**config.mk**
```make
export PLATFORM = sky130hd
export DESIGN_NAME = pci_bar_xlate
export DESIGN_NICKNAME = d
export VERILOG_FILES = /design/src/rtl/pci_bar_pkg.sv /design/src/rtl/bar_window.sv /design/src/rtl/pci_bar_xlate.sv
export SDC_FILE = /design/constraint.sdc
export NUM_CORES = 1
export LEC_CHECK = 0
export ABC_AREA = 1
export BUFFER_PORTS_ARGS = -buffer_cell sky130_fd_sc_hd__clkbuf_2
export CAP_MARGIN = 20
export CORE_MARGIN = 4
export CORE_UTILIZATION = 40
export DETAILED_ROUTE_END_ITERATION = 7
export GPL_ROUTABILITY_DRIVEN = 0
export PLACE_DENSITY = 0.72
export SYNTH_ARGS = -nofsm -noshare
export SYNTH_HDL_FRONTEND = slang
export SYNTH_SLANG_ARGS = --single-unit
```
**constraint.sdc**
```tcl
create_clock -name clk -period 2.6 [get_ports clk]
set_input_delay 0 -clock clk [delete_from_list [all_inputs] [get_ports clk]]
set_output_delay 0 -clock clk [all_outputs]
set_load 0.02 [all_outputs]
```
**src/rtl/pci_bar_pkg.sv**
```systemverilog
package pci_bar_pkg;
    localparam int ADDR_W   = 32;
    localparam int N_SPACES = 2;

    typedef enum logic {
        SPACE_MEM = 1'b0,
        SPACE_IO  = 1'b1
    } space_e;

    typedef logic [ADDR_W-1:0] addr_t;
endpackage

```
**src/rtl/bar_window.sv**
```systemverilog
module bar_window #(
    parameter int AW = 32
) (
    input  logic          win_en,
    input  logic [AW-1:0] addr,
    input  logic [AW-1:0] bar,
    input  logic [AW-1:0] mask,
    input  logic [AW-1:0] lbase,
    output logic          hit,
    output logic [AW-1:0] xlat
);
    logic          mask_live;
    logic          bits_equal;
    logic [AW-1:0] offset;

    always_comb begin
        mask_live  = |mask;
        bits_equal = ((addr ^ bar) & mask) == '0;
        hit        = win_en && mask_live && bits_equal;
        offset     = addr & ~mask;
        xlat       = lbase + offset;
    end
endmodule

```
**src/rtl/pci_bar_xlate.sv**
```systemverilog
module pci_bar_xlate
    import pci_bar_pkg::*;
(
    input  logic              clk,
    input  logic              rst_n,
    input  logic              req_vld,
    input  logic [ADDR_W-1:0] req_addr,
    input  logic              req_is_io,
    input  logic [1:0]        space_en,
    input  logic [ADDR_W-1:0] mem_bar,
    input  logic [ADDR_W-1:0] mem_mask,
    input  logic [ADDR_W-1:0] io_bar,
    input  logic [ADDR_W-1:0] io_mask,
    input  logic [ADDR_W-1:0] mem_base,
    input  logic [ADDR_W-1:0] io_base,
    output logic              claim,
    output logic [ADDR_W-1:0] local_addr
);
    localparam int EN_IO_BIT  = 0;
    localparam int EN_MEM_BIT = 1;

    addr_t win_bar  [N_SPACES];
    addr_t win_mask [N_SPACES];
    addr_t win_base [N_SPACES];
    logic  win_en   [N_SPACES];
    logic  win_hit  [N_SPACES];
    addr_t win_xlat [N_SPACES];

    always_comb begin
        win_bar[SPACE_MEM]  = mem_bar;
        win_mask[SPACE_MEM] = mem_mask;
        win_base[SPACE_MEM] = mem_base;
        win_en[SPACE_MEM]   = space_en[EN_MEM_BIT];
        win_bar[SPACE_IO]   = io_bar;
        win_mask[SPACE_IO]  = io_mask;
        win_base[SPACE_IO]  = io_base;
        win_en[SPACE_IO]    = space_en[EN_IO_BIT];
    end

    for (genvar s = 0; s < N_SPACES; s++) begin : g_win
        bar_window #(.AW(ADDR_W)) u_win (
            .win_en (win_en[s]),
            .addr   (req_addr),
            .bar    (win_bar[s]),
            .mask   (win_mask[s]),
            .lbase  (win_base[s]),
            .hit    (win_hit[s]),
            .xlat   (win_xlat[s])
        );
    end

    space_e sel;
    logic   take;
    addr_t  xlat_sel;

    always_comb begin
        sel      = space_e'(req_is_io);
        take     = req_vld && win_hit[sel];
        xlat_sel = win_xlat[sel];
    end

    always_ff @(posedge clk) begin
        if (!rst_n) begin
            claim      <= 1'b0;
            local_addr <= '0;
        end else begin
            claim <= take;
            if (take) begin
                local_addr <= xlat_sel;
            end
        end
    end
endmodule

```
Yosys cells after proc, flatten, opt, wreduce, memory -nomap -nowiden. Index checks and enable logic that the tools add are counted.

Bits of input ports: 230. Output and inout bits: 33. Word-level logic and storage cells: 29. Register bits: 33.

Add/sub/neg operators: 2. Mux-type cells: 6. Magnitude comparators: 1. Bitwise gates (word level): 9. Reduce and logical (&&, ||, !) cells: 9.

Operators with widths (number): 32-bit bitwise AND (4); 32-bit two-way mux (3); 32-bit adder (2); 32-bit zero test (2); 32-bit NOT (2); 32-bit OR reduction (2); 32-bit XOR (2); 1-bit logical AND (5); 1-bit two-way mux (3); 2-bit >= comparator (second input constant) (1); 1-bit NOT with 2-bit output (1).

Longest topological paths before layout.
Depth after elaboration: 8. Depth in mapped cells: 17. Mapped depth without buffers: 17.

Hierarchy. A second synthesis with hierarchy kept.

Cell total of the unflattened synthesis: 1722. Area total of the unflattened synthesis: 8240.4 sq um.

By module, submodules not included: bar_window at g_win[1].u_win (area an instance 3243.1 sq um, seq. area each 0.0 sq um, cells each 707, times used 1); bar_window at g_win[0].u_win (area an instance 3228.1 sq um, seq. area each 0.0 sq um, cells each 700, times used 1); pci_bar_xlate (area an instance 1769.2 sq um, seq. area each 660.6 sq um, cells each 315, times used 1).

Least setup slack after synthesis. No wires, ideal clock.

Kind: in2reg. From: in req_addr[0]. To: reg local_addr[22]. Path buffers: 0. Setup time: 0.113 ns. Arrival: 1.609 ns. Stages on the path: 16. Slack: 0.878 ns. Data required time: 2.487 ns. Cell sequence: inv_1 > nor2_1 > ha_1 > fa_1 > nand3_1 > nand3_1 > nand2_1 > nand2_1 > nand2_1 > nand2_1 > nand2_1 > nand3_1 > nand3_1 > nand2_1 > nor2_1 > nor2_1.

Word-level cells in the longest chain between the ends: 8. Elaborated cells on any way between the ends: 19. Those cells by class: 2 x add/sub; 6 x mux; 6 x bitwise; 5 x reduce/logical.

Ends and longest elaborated chain: start: declaration (line pci_bar_xlate.sv:7) `input logic [ADDR_W-1:0] req_addr,`; parallel branches: the longest is 8 deep, another holds 32-bit adder; end signal: assignment (line pci_bar_xlate.sv:69) `local_addr <= xlat_sel;`; end: declaration (line pci_bar_xlate.sv:17) `output logic [ADDR_W-1:0] local_addr`.

Parallel ways; which one is timed is not known. The select of a mux whose other input is x is not followed. A chain may end at the register's enable or synchronous reset.

Worst setup path in the final report.
From: in req_addr[0]. To: reg local_addr[30].

The elaborated chain is that of the path after synthesis.

==> impl_metrics.json <==
{
  "status": "finished clean",
  "fillers": 2354,
  "rows": 52,
  "relSlewSlack_pct": 51.68,
  "dp_hpwl_um": 30790,
  "cp_cell_sequence": "clkbuf_2, inv_1, nor2_1, ha_1, fa_1, nand3_1, nand3_1, nand2_1, nand2_1, nand2_1, nand2_1, nand2_1, nand3_1, nand3_1, nand2_1, nor2_1, nor2_1",
  "yosysUniqueCellTypes": 33,
  "cp-end-kind": "register",
  "cts_tree": "done",
  "clock-sinks": 33,
  "path_clk_slew_ps": 60,
  "met2WireLength_um": 15900,
  "cap_violations": 0,
  "crit_arrival_ps": 2110,
  "synth-main-ff-cell": "dfxtp_1",
  "grt_pass1_wl_um": 54010,
  "drcViolationCount": 0,
  "wire_per_inst_um": 15.26,
  "tns_ps": 0,
  "cp_max_fo": 5,
  "synth_fp_nets": 2071,
  "clk_path_buf_depth": 2,
  "cellLeakagePower_nw": 6.669,
  "die_w_um": 153.0,
  "synth_most_common_cell": "nand2_1",
  "htree_levels": 2,
  "root_buffer": "clkbuf_16",
  "critical_path_class": "input pin to register",
  "period_needed_ps": 1921,
  "coreArea_um2": 20430,
  "highest_layer": "met4",
  "cts_setup_buffers": 0,
  "ir_worst_vdd_mv": 0.1948,
  "grt_max_degree": 38,
  "p_per_area_nw_per_um2": 273.7,
  "synth_top_area_share_pct": 32.81,
  "slew_viol_final": 0,
  "vias": 11670,
  "worstPathRequired_ps": 2780,
  "rsz0062_at_grt": "no",
  "crit_path_frequent_cell": "nand2_1",
  "finalCritPeriodShare_pct": 73.87,
  "synth_seq_area_share_pct": 7.857,
  "max_freq_ghz": 0.5207,
  "ctsResizeCount": 0,
  "ant_nets": 0,
  "yosysWarnings": 0,
  "grt_overflow": 0,
  "ioPinCount": 263,
  "yosys-top-cells-area": "nand2_1 33%, inv_1 14%, nor2_1 12%",
  "finalPower_mw": 2.779,
  "wirelength_um": 35180,
  "viasPerCell": 5.064,
  "synth_area_per_cell_um2": 4.732,
  "synthCells": 1777,
  "hold_slack_ps": 261.0,
  "start_util_pct": 41.16,
  "wirelength_met1_um": 14320,
  "cp-start-kind": "input pin",
  "clock_latency_ps": 280,
  "io_buffers": 262,
  "firstDrtPassIters": 6,
  "hold_class": "input pin to register",
  "antenna_found_initial": 2,
  "worstMarginPinSlew_ps": 724.8,
  "cp_slowest_cell": "fa_1",
  "drive_gt1_share_pct": 13.77,
  "die_h_um": 153.0,
  "fin_nets": 2326,
  "grt_pass1_vias": 10660,
  "fin_worst_skew_ps": 0,
  "synth-seq-cells": 33,
  "yosysTopAreaCell": "nand2_1",
  "synth_area_um2": 8408,
  "synth-edff-count": 0,
  "cts_made_buffers": 5,
  "grt_usage_pct": 28.69,
  "die_area_um2": 23400,
  "met3_length_um": 3422,
  "hold_viol_final": 0,
  "ctsHoldBuffers": 0,
  "async_flop_share_pct": 0,
  "setup_viol": 0,
  "drt_iter0_drc": 1054,
  "syn2layout_area_growth_pct": 20.77,
  "synthTopCellsByCount": "735 x nand2_1, 319 x inv_1, 279 x nor2_1, 149 x nand3_1, 65 x a21oi_1",
  "slowest_delay_ps": 460
}
[cell type report]
| cell class | count | area, um2 | share of cell area (%) |
|---|---|---|---|
| antenna | 2 | 5.005 | 0.04929 |
| clock buffer | 7 | 152.6 | 1.503 |
| clock inverter | 1 | 5.005 | 0.04929 |
| inverter | 320 | 1201 | 11.83 |
| multi-input combinational | 1407 | 6459 | 63.60 |
| sequential | 33 | 660.6 | 6.506 |
| tap | 270 | 337.8 | 3.327 |
| timing repair buffer | 265 | 1334 | 13.13 |
[critical path: cells and delay by family]
family / cells / cell delay, ps
buffers and inverters: 2 / 210
AND/OR/NAND/NOR: 13 / 1210
adder cells (fa/ha/maj): 2 / 690
[cells by family after synthesis]
group | Yosys count | synth area share (%)
adder cells (fa/ha/maj) | 64 | 9.702
AND/OR/NAND/NOR | 1233 | 59.58
AO/OA/AOI/OAI | 92 | 5.625
XOR/XNOR | 16 | 1.667
buffers and inverters | 337 | 15.33
multiplexers | 2 | 0.2381
flip-flops | 33 | 7.857
[metal layers]
| metal | up-vias | global-route usage (%) |
|---|---|---|
| met2 | 588 | 48.43 |
| li1 | 5905 | - |
| met1 | 5072 | 36.93 |
| met5 | - | 0 |
| met4 | 0 | 11.46 |
| met3 | 107 | 3.986 |
[power by group]
group	internal, mW	leakage, nW	switching [mW]
registers	0.506	0.266	0.00000642
logic	0.568	6.32	1.05
clock network	0.406	0.0799	0.244
[flip-flops by register name (all words and copies together), names as in the netlist]
name        count
local_addr     32
claim           1
[path summary, 6_finish.rpt]
kind | startpoint | endpoint | slack (ps) | cells past startpoint
worst max-delay path | req_addr[0] | local_addr[30] | 680 | 17
worst min-delay path | io_base[0] | local_addr[0] | 260 | 6
worst max register to register | local_addr[13] | local_addr[13] | 1850 | 4
worst min register to register | local_addr[3] | local_addr[3] | 480 | 2
[through the flow]
step | cell area (um2) | std cells | setup WS (ps) | utilization, %
6_report | 10150 | 2305 | 679.3 | 49.71
5_1_grt | 10150 | 2305 | 455.1 | 49.71
4_1_cts | 10150 | 2303 | 727.1 | 49.68
3_5_place_dp | 9992 | 2295 | 425.1 | 48.91
3_3_place_gp | 9992 | 2295 | 465.3 | 48.91
2_1_floorplan | 8408 | 1777 | 878.3 | -
[placed cells by master, fill, tap and decap left out]
cell type  instances
nor4_1             2
clkinv_2           1
nand3b_1          14
or2_0              9
o21bai_1           2
a21oi_1           65
mux2i_1            2
inv_2              1
xnor2_1            1
nand2_4            2
ha_1              62
or2_2              2
nand3_2            2
xor2_1            15
o21a_1             2
clkbuf_8           2
diode_2            2
inv_1            319
nand4_1            4
dfxtp_1           33
o21ai_0           21
o21ai_1            1
clkbuf_2         262
a21o_1             1
nand2_1          735
and3_1             6
or2_1             14
and2_1             3
nand3_1          149
buf_4              3
nor2_1           279
fa_1               2
nor3_1            12
clkbuf_16          5
No activity file was read; power rests on OpenSTA's default activity.
